==> config.mk <==
export PLATFORM = sky130hd
export DESIGN_NAME = owire_enum
export DESIGN_NICKNAME = d
export VERILOG_FILES = /design/src/rtl/owe_pkg.sv /design/src/rtl/owe_dir_sel.sv /design/src/rtl/owe_trk.sv /design/src/rtl/owe_byte_sel.sv /design/src/rtl/owire_enum.sv
export SDC_FILE = /design/constraint.sdc
export NUM_CORES = 1
export LEC_CHECK = 0
export ABC_AREA = 1
export BUFFER_PORTS_ARGS = -buffer_cell sky130_fd_sc_hd__buf_2
export CORE_MARGIN = 2
export CORE_UTILIZATION = 40
export DETAILED_ROUTE_END_ITERATION = 10
export RECOVER_POWER = 50
export SETUP_SLACK_MARGIN = 0.3
export SYNTH_ARGS = -nofsm -noshare
export SYNTH_HDL_FRONTEND = slang
export SYNTH_SLANG_ARGS = --single-unit
export TNS_END_PERCENT = 100
==> constraint.sdc <==
create_clock -name clk -period 2.95 [get_ports clk]
set_input_delay 0.4425 -clock clk [delete_from_list [all_inputs] [get_ports clk]]
set_output_delay 0.4425 -clock clk [all_outputs]
set_load 0.005 [all_outputs]
==> src/rtl/owe_pkg.sv <==
`timescale 1ns/1ps
package owe_pkg;

    localparam logic [7:0] CMD_SEARCH = 8'hF0;
    localparam logic [7:0] CMD_MATCH  = 8'h55;

    typedef enum logic [1:0] {
        ST_OK    = 2'b00,
        ST_NONE  = 2'b01,
        ST_ABORT = 2'b10
    } status_e;

    typedef enum logic [3:0] {
        S_IDLE,
        S_RST,
        S_CMD,
        S_RDID,
        S_RDCP,
        S_WR,
        S_PASS,
        S_SRST,
        S_SCMD,
        S_SBYTE
    } state_e;

    typedef enum logic [1:0] {
        BK_SEARCH,
        BK_MATCH,
        BK_IDBYTE
    } byte_kind_e;

    // Triplet result: direction taken, complement bit, true bit.
    typedef struct packed {
        logic dir;
        logic cmp;
        logic idb;
    } trip_t;

    function automatic trip_t trip_decide(input logic idb, input logic cmpb,
                                          input logic req);
        trip_t t;
        t.idb = idb;
        t.cmp = cmpb;
        if (idb ^ cmpb)
            t.dir = idb;
        else if (idb & cmpb)
            t.dir = 1'b0;
        else
            t.dir = req;
        return t;
    endfunction

endpackage

==> src/rtl/owe_dir_sel.sv <==
`timescale 1ns/1ps
module owe_dir_sel #(
    parameter int ID_BITS = 64,
    parameter int IDX_W   = $clog2(ID_BITS + 1)
) (
    input  logic [IDX_W-1:0]   idx,
    input  logic [IDX_W-1:0]   branch_pt,
    input  logic [ID_BITS-1:0] prev_id,
    output logic               req_dir
);
    logic [ID_BITS-1:0] prev_sh;

    always_comb begin
        prev_sh = prev_id >> idx;
        if (idx == branch_pt)
            req_dir = 1'b1;
        else if (idx > branch_pt)
            req_dir = 1'b0;
        else
            req_dir = prev_sh[0];
    end
endmodule

==> src/rtl/owe_trk.sv <==
`timescale 1ns/1ps
module owe_trk
    import owe_pkg::*;
#(
    parameter int ID_BITS = 64,
    parameter int IDX_W   = $clog2(ID_BITS + 1)
) (
    input  logic               clk,
    input  logic               rst,
    input  logic               init,
    input  logic               pass_begin,
    input  logic               step,
    input  logic               advance,
    input  logic [IDX_W-1:0]   idx,
    input  logic               idb,
    input  logic               cmpb,
    output logic               wbit,
    output logic [ID_BITS-1:0] acc,
    output logic               end_now
);
    localparam logic [IDX_W-1:0] NO_BRANCH = IDX_W'(ID_BITS);

    logic [IDX_W-1:0]   branch_pt;
    logic [IDX_W-1:0]   last_zero;
    logic               lz_set;
    logic [ID_BITS-1:0] prev_id;
    logic [ID_BITS-1:0] acc_nxt;
    logic               req_dir;
    trip_t              trip;

    owe_dir_sel #(.ID_BITS(ID_BITS), .IDX_W(IDX_W)) u_dir (
        .idx       (idx),
        .branch_pt (branch_pt),
        .prev_id   (prev_id),
        .req_dir   (req_dir)
    );

    assign trip = trip_decide(idb, cmpb, req_dir);
    assign wbit = trip.dir;

    for (genvar g = 0; g < ID_BITS; g++) begin : g_acc
        assign acc_nxt[g] = (step && idx == IDX_W'(g)) ? trip.dir : acc[g];
    end

    assign end_now = !lz_set || (last_zero == branch_pt);

    always_ff @(posedge clk) begin
        if (rst || init) begin
            branch_pt <= NO_BRANCH;
            last_zero <= '0;
            lz_set    <= 1'b0;
            prev_id   <= '0;
            acc       <= '0;
        end else begin
            if (pass_begin)
                acc <= '0;
            else
                acc <= acc_nxt;
            if (step && trip == 3'b000) begin
                last_zero <= idx;
                lz_set    <= 1'b1;
            end
            if (advance) begin
                branch_pt <= last_zero;
                prev_id   <= acc;
            end
        end
    end
endmodule

==> src/rtl/owe_byte_sel.sv <==
`timescale 1ns/1ps
module owe_byte_sel
    import owe_pkg::*;
#(
    parameter int ID_BITS = 64,
    parameter int NBYTES  = ID_BITS / 8,
    parameter int BC_W    = (NBYTES > 1) ? $clog2(NBYTES) : 1
) (
    input  byte_kind_e         kind,
    input  logic [BC_W-1:0]    bcnt,
    input  logic [ID_BITS-1:0] id,
    output logic [7:0]         data
);
    logic [7:0] id_bytes [NBYTES];

    for (genvar b = 0; b < NBYTES; b++) begin : g_byte
        assign id_bytes[b] = id[8*b +: 8];
    end

    always_comb begin
        data = 8'h00;
        case (kind)
            BK_SEARCH: data = CMD_SEARCH;
            BK_MATCH:  data = CMD_MATCH;
            BK_IDBYTE: begin
                for (int b = 0; b < NBYTES; b++)
                    if (bcnt == BC_W'(b))
                        data = id_bytes[b];
            end
            default:   data = 8'h00;
        endcase
    end
endmodule

==> src/rtl/owire_enum.sv <==
`timescale 1ns/1ps
module owire_enum
    import owe_pkg::*;
#(
    parameter int ID_BITS = 64
) (
    input  logic               clk,
    input  logic               rst,
    input  logic               srch_start,
    input  logic               sel_start,
    input  logic [ID_BITS-1:0] sel_id,
    output logic               busy,
    output logic               bus_rst_req,
    output logic               bus_byte_req,
    output logic [7:0]         bus_byte,
    output logic               bus_slot_req,
    output logic               bus_slot_wbit,
    input  logic               bus_ack,
    input  logic               bus_present,
    input  logic               bus_rbit,
    output logic               found_valid,
    output logic [ID_BITS-1:0] found_id,
    output logic               done,
    output logic [1:0]         done_status
);
    localparam int IDX_W  = $clog2(ID_BITS + 1);
    localparam int NBYTES = ID_BITS / 8;
    localparam int BC_W   = (NBYTES > 1) ? $clog2(NBYTES) : 1;
    localparam logic [IDX_W-1:0] LAST_IDX  = IDX_W'(ID_BITS - 1);
    localparam logic [BC_W-1:0]  LAST_BYTE = BC_W'(NBYTES - 1);

    state_e             state;
    logic               pend;
    logic               ack_ok;
    logic [IDX_W-1:0]   idx;
    logic [BC_W-1:0]    bcnt;
    logic               idb_q;
    logic               cmp_q;
    logic [ID_BITS-1:0] sel_q;
    logic               any_req;
    logic               trk_wbit;
    logic [ID_BITS-1:0] trk_acc;
    logic               trk_end;
    logic               trk_init;
    logic               trk_begin;
    logic               trk_step;
    logic               trk_adv;
    byte_kind_e         bkind;

    assign busy    = (state != S_IDLE);
    assign ack_ok  = pend && bus_ack;

    assign bus_rst_req  = (state == S_RST || state == S_SRST) && !pend;
    assign bus_byte_req = (state == S_CMD || state == S_SCMD || state == S_SBYTE) && !pend;
    assign bus_slot_req = (state == S_RDID || state == S_RDCP || state == S_WR) && !pend;
    assign bus_slot_wbit = (state == S_WR) ? trk_wbit : 1'b1;
    assign any_req = bus_rst_req || bus_byte_req || bus_slot_req;

    always_comb begin
        case (state)
            S_SCMD:  bkind = BK_MATCH;
            S_SBYTE: bkind = BK_IDBYTE;
            default: bkind = BK_SEARCH;
        endcase
    end

    assign trk_init  = (state == S_IDLE) && srch_start;
    assign trk_begin = (state == S_RST) && ack_ok && bus_present;
    assign trk_step  = (state == S_WR) && ack_ok;
    assign trk_adv   = (state == S_PASS) && !trk_end;

    owe_trk #(.ID_BITS(ID_BITS), .IDX_W(IDX_W)) u_trk (
        .clk        (clk),
        .rst        (rst),
        .init       (trk_init),
        .pass_begin (trk_begin),
        .step       (trk_step),
        .advance    (trk_adv),
        .idx        (idx),
        .idb        (idb_q),
        .cmpb       (cmp_q),
        .wbit       (trk_wbit),
        .acc        (trk_acc),
        .end_now    (trk_end)
    );

    owe_byte_sel #(.ID_BITS(ID_BITS), .NBYTES(NBYTES), .BC_W(BC_W)) u_bsel (
        .kind (bkind),
        .bcnt (bcnt),
        .id   (sel_q),
        .data (bus_byte)
    );

    always_ff @(posedge clk) begin
        if (rst) begin
            state       <= S_IDLE;
            pend        <= 1'b0;
            idx         <= '0;
            bcnt        <= '0;
            idb_q       <= 1'b0;
            cmp_q       <= 1'b0;
            sel_q       <= '0;
            found_valid <= 1'b0;
            found_id    <= '0;
            done        <= 1'b0;
            done_status <= ST_OK;
        end else begin
            found_valid <= 1'b0;
            done        <= 1'b0;
            if (any_req)
                pend <= 1'b1;
            else if (ack_ok)
                pend <= 1'b0;

            case (state)
                S_IDLE: begin
                    if (srch_start) begin
                        state <= S_RST;
                    end else if (sel_start) begin
                        sel_q <= sel_id;
                        state <= S_SRST;
                    end
                end
                S_RST: if (ack_ok) begin
                    if (bus_present) begin
                        state <= S_CMD;
                    end else begin
                        done        <= 1'b1;
                        done_status <= ST_NONE;
                        state       <= S_IDLE;
                    end
                end
                S_CMD: if (ack_ok) begin
                    idx   <= '0;
                    state <= S_RDID;
                end
                S_RDID: if (ack_ok) begin
                    idb_q <= bus_rbit;
                    state <= S_RDCP;
                end
                S_RDCP: if (ack_ok) begin
                    cmp_q <= bus_rbit;
                    if (idb_q && bus_rbit) begin
                        done        <= 1'b1;
                        done_status <= ST_ABORT;
                        state       <= S_IDLE;
                    end else begin
                        state <= S_WR;
                    end
                end
                S_WR: if (ack_ok) begin
                    if (idx == LAST_IDX) begin
                        state <= S_PASS;
                    end else begin
                        idx   <= idx + 1'b1;
                        state <= S_RDID;
                    end
                end
                S_PASS: begin
                    found_valid <= 1'b1;
                    found_id    <= trk_acc;
                    if (trk_end) begin
                        done        <= 1'b1;
                        done_status <= ST_OK;
                        state       <= S_IDLE;
                    end else begin
                        state <= S_RST;
                    end
                end
                S_SRST: if (ack_ok) begin
                    if (bus_present) begin
                        state <= S_SCMD;
                    end else begin
                        done        <= 1'b1;
                        done_status <= ST_NONE;
                        state       <= S_IDLE;
                    end
                end
                S_SCMD: if (ack_ok) begin
                    bcnt  <= '0;
                    state <= S_SBYTE;
                end
                S_SBYTE: if (ack_ok) begin
                    if (bcnt == LAST_BYTE) begin
                        done        <= 1'b1;
                        done_status <= ST_OK;
                        state       <= S_IDLE;
                    end else begin
                        bcnt <= bcnt + 1'b1;
                    end
                end
                default: state <= S_IDLE;
            endcase
        end
    end
endmodule

==> impl_metrics.py <==
metrics = {
    "yosys": {
        "synth_top_area_share_pct": 45.6,
        "syn-num-nets": 1887,
        "synth_area_leaders": "dfxtp_1 46%, o21ai_0 9.1%, a21oi_1 8.7%",
        "yosys.area_share.simple_pct": 18.2,
        "ys.flop_type": "dfxtp_1",
        "synth_seq_cells": 292,
        "synth_edf_count": 0,
        "synth_mux_area_share_pct": 0,
        "yosys_warnings": 0,
        "synth_area_per_cell_um2": 7.14,
        "syn_area_mm2": 0.0128,
        "synth_fa_ha_area_share_pct": 1.85,
        "synth_area_leader_cell": "dfxtp_1",
        "synth.distinct_cells": 38,
        "synth-xor-area-share_pct": 0.273,
        "synth_top_family_by_area": "compound AO/OA/AOI/OAI gates",
        "synthArstFlopShare_pct": 0,
        "yosysSeqAreaShare_pct": 45.6,
        "synthCells": 1797,
        "synth_compound_area_share_pct": 22.2,
    },
    "critical_path": {
        "r2r_slack_ps": 450,
        "critPathRequiredTime_ps": 2510,
        "startpoint": "bcnt[0]",
        "crit_type": "flip-flop to primary output",
        "r2r-start": "idx[0]",
        "startpoint_type": "flip-flop",
        "cp_max_fo": 6,
        "endpoint_kind": "primary output",
        "worstPathArrival_ps": 2470,
    },
    "floorplan": {
        "die_h_um": 183,
        "start_util_pct": 40.6,
        "io_pins": 152,
        "dieArea_mm2": 0.0335,
        "die_w_um": 183,
        "coreArea_mm2": 0.0316,
        "std_cell_rows": 65,
    },
    "drt": {
        "drtIter0Drc": 765,
        "post_drt_wl_per_cell_um": 15.4,
        "final_antenna_net_count": 0,
        "vias": 11900,
        "routed_wl_mm": 36.5,
        "drc": 0,
        "firstDrtPassIters": 7,
        "viasPerCell": 5.02,
    },
    "cts": {
        "clk_pin_slew_ps": 60,
        "ctsHoldBuffers": 0,
        "clock-sinks": 292,
        "numCtsBuffers": 31,
        "cts_tree": "built",
        "cts_root_buf": "clkbuf_16",
        "insertion_delay_ps": 550,
        "htreeDepth": 1,
        "clockBufferDepth": 3,
    },
    "sta": {
        "skew_ps": 14.0,
        "fmax_mhz": 344,
        "tns_ps": 0,
        "slew_viol_final": 100,
        "relSlewSlack_pct": -5.94,
        "min_period_ps": 2910,
        "worstMarginPinSlew_ps": 1590,
        "timing.hold.ws_ps": 152,
        "finalCritPeriodShare_pct": 98.7,
        "finalSetupViolCount": 0,
        "final-hold-violation-count": 0,
        "rsz0062_at_grt": "yes",
    },
    "layout": {
        "layoutNonFillerInstCount": 2363,
        "drive_gt1_share_pct": 14.3,
        "nNetsFinal": 2029,
        "fill_cells": 3188,
        "num_antenna_cells": 0,
        "syn2layout_area_growth_pct": 19.7,
    },
    "grt": {
        "grt_use_total_pct": 21.4,
        "grt.overflow.total": 0,
        "antenna_found_initial": 0,
        "grt_pass1_wl_mm": 58.2,
        "grt_pass1_vias": 11000,
        "grt_max_degree": 129,
    },
    "status": {
        "violations": "capacitance limit, slew limit",
        "status": "complete, but fails checks",
    },
    "power": {
        "power_w": 0.00955,
        "powerDensity_mw_per_mm2": 622,
        "vdd_drop_max_v": 0.000427,
        "p_leak_nw": 6.61,
    },
    "min_path": {
        "hold_path_class": "input port to flip-flop",
        "min-delay-start": "sel_id[29]",
    },
    "place": {
        "dp_cells": 2283,
        "port_buffers": 151,
        "place_congestion": 0.877,
        "dp_hpwl_mm": 23.9,
    },
    "flow_run": {
        "cap_violations": 1,
    },
}
## sequential cells by signal, indices dropped and copies added (netlist names), 3 cells and up
register         flops
u_trk.branch_pt      7
state                4
u_trk.acc           64
idx                  7
sel_q               64
found_id            64
bcnt                 3
u_trk.last_zero      7
u_trk.prev_id       64
## final timing paths
| check | to | depth (start not counted) |
|---|---|---|
| max | bus_byte[5] | 14 |
| min reg2reg | u_trk.lz_set | 2 |
| max reg2reg | idx[5] | 16 |
| min | sel_q[29] | 3 |
## cells in the mapped netlist, types with 5 or more instances
master,count
buf_2,10
o21ai_1,48
o211ai_1,9
nor2_1,199
ha_1,19
dfxtp_1,292
clkbuf_1,63
o21ai_2,13
nand4_1,10
buf_6,14
o21ai_0,232
nor3_1,7
inv_1,263
buf_4,5
a21oi_1,222
nand2_1,282
nand3_1,60
a31oi_1,7
a211oi_1,5
## routing by layer
metal | wire length, µm | vias to the layer above | GRT usage (%)
li1 | - | 6079 | -
met1 | 17000 | 5414 | 29.9
met2 | 16600 | 321 | 35.4
met3 | 2260 | 48 | 3.18
met4 | 663 | 0 | 4.29
met5 | 0 | - | 0
## critical path, stage by stage (launching register included)
cell	delay, ps
dfxtp_4	370
inv_4	80
ha_4	130
inv_2	40
nor2_4	160
buf_6	140
nand3_1	60
a31oi_1	140
nand2_1	70
nand3_1	60
o21ai_0	140
o211ai_1	210
o211ai_1	120
nand2_1	90
buf_2	110
## per-stage QoR
stage / instance area (µm²) / utilization (%) / setup WS, ps
global route: 15300 / 48.6 / -131
detailed placement: 13900 / 44.0 / 182
global placement: 13900 / 44.0 / 248
floorplan: 12800 / - / 664
finish: 15300 / 48.6 / 39.0
CTS: 15200 / 48.1 / 47.5
## what timing repair did
| item | 4_1_cts | 5_1_grt |
|---|---|---|
| pin swaps | 14 | 24 |
| gates cloned | 6 | 3 |
| hold endpoints to repair | 0 | 0 |
| setup buffers | 8 | 8 |
| endpoints found under the setup margin | 11 | 59 |
| gates resized for setup | 49 | 32 |
## area by class of cell
class	count	area (µm²)	share of cell area, %
Clock buffer	47	906	5.90
Clock inverter	8	98.8	0.644
Inverter	270	1040	6.80
Multi-Input combinational cell	1141	5660	36.8
Sequential cell	292	5860	38.2
Tap cell	402	503	3.28
Timing Repair Buffer	200	1240	8.05
Timing Repair inverter	3	42.5	0.277
## power breakdown
| part | switching [W] | total (W) | internal (W) |
|---|---|---|---|
| clock network | 0.00157 | 0.00384 | 0.00228 |
| registers | 0.000181 | 0.00440 | 0.00422 |
| logic | 0.000838 | 0.00131 | 0.000468 |
| total | 0.00258 | 0.00955 | 0.00697 |
## cells in the final DEF, fill, tap and decap left out, drive strengths merged, types with 2 or more instances in the layout
master	n
o21ai	293
clkinv	5
buf	156
dfxtp	292
a21oi	222
xnor2	3
nand2	287
nor3	11
a211oi	5
bufinv	2
inv	272
o31ai	2
clkbuf	91
nand3	61
ha	19
nor2	202
nand4	10
o211ai	9
a31oi	7
o21bai	3
clkinvlp	2
o221ai	2
## cells by family (layout without fill, tap and decap cells)
group | count (synthesis) | count (layout)
DFF | 292 | 292
AOI/OAI and AO/OA | 546 | 546
and+or+nand+nor | 570 | 572
buffers and inverters | 366 | 528
xor gates and xnor gates | 4 | 4
adders and majority gates | 19 | 19
Note: power is estimated with default switching activity, not from simulation.
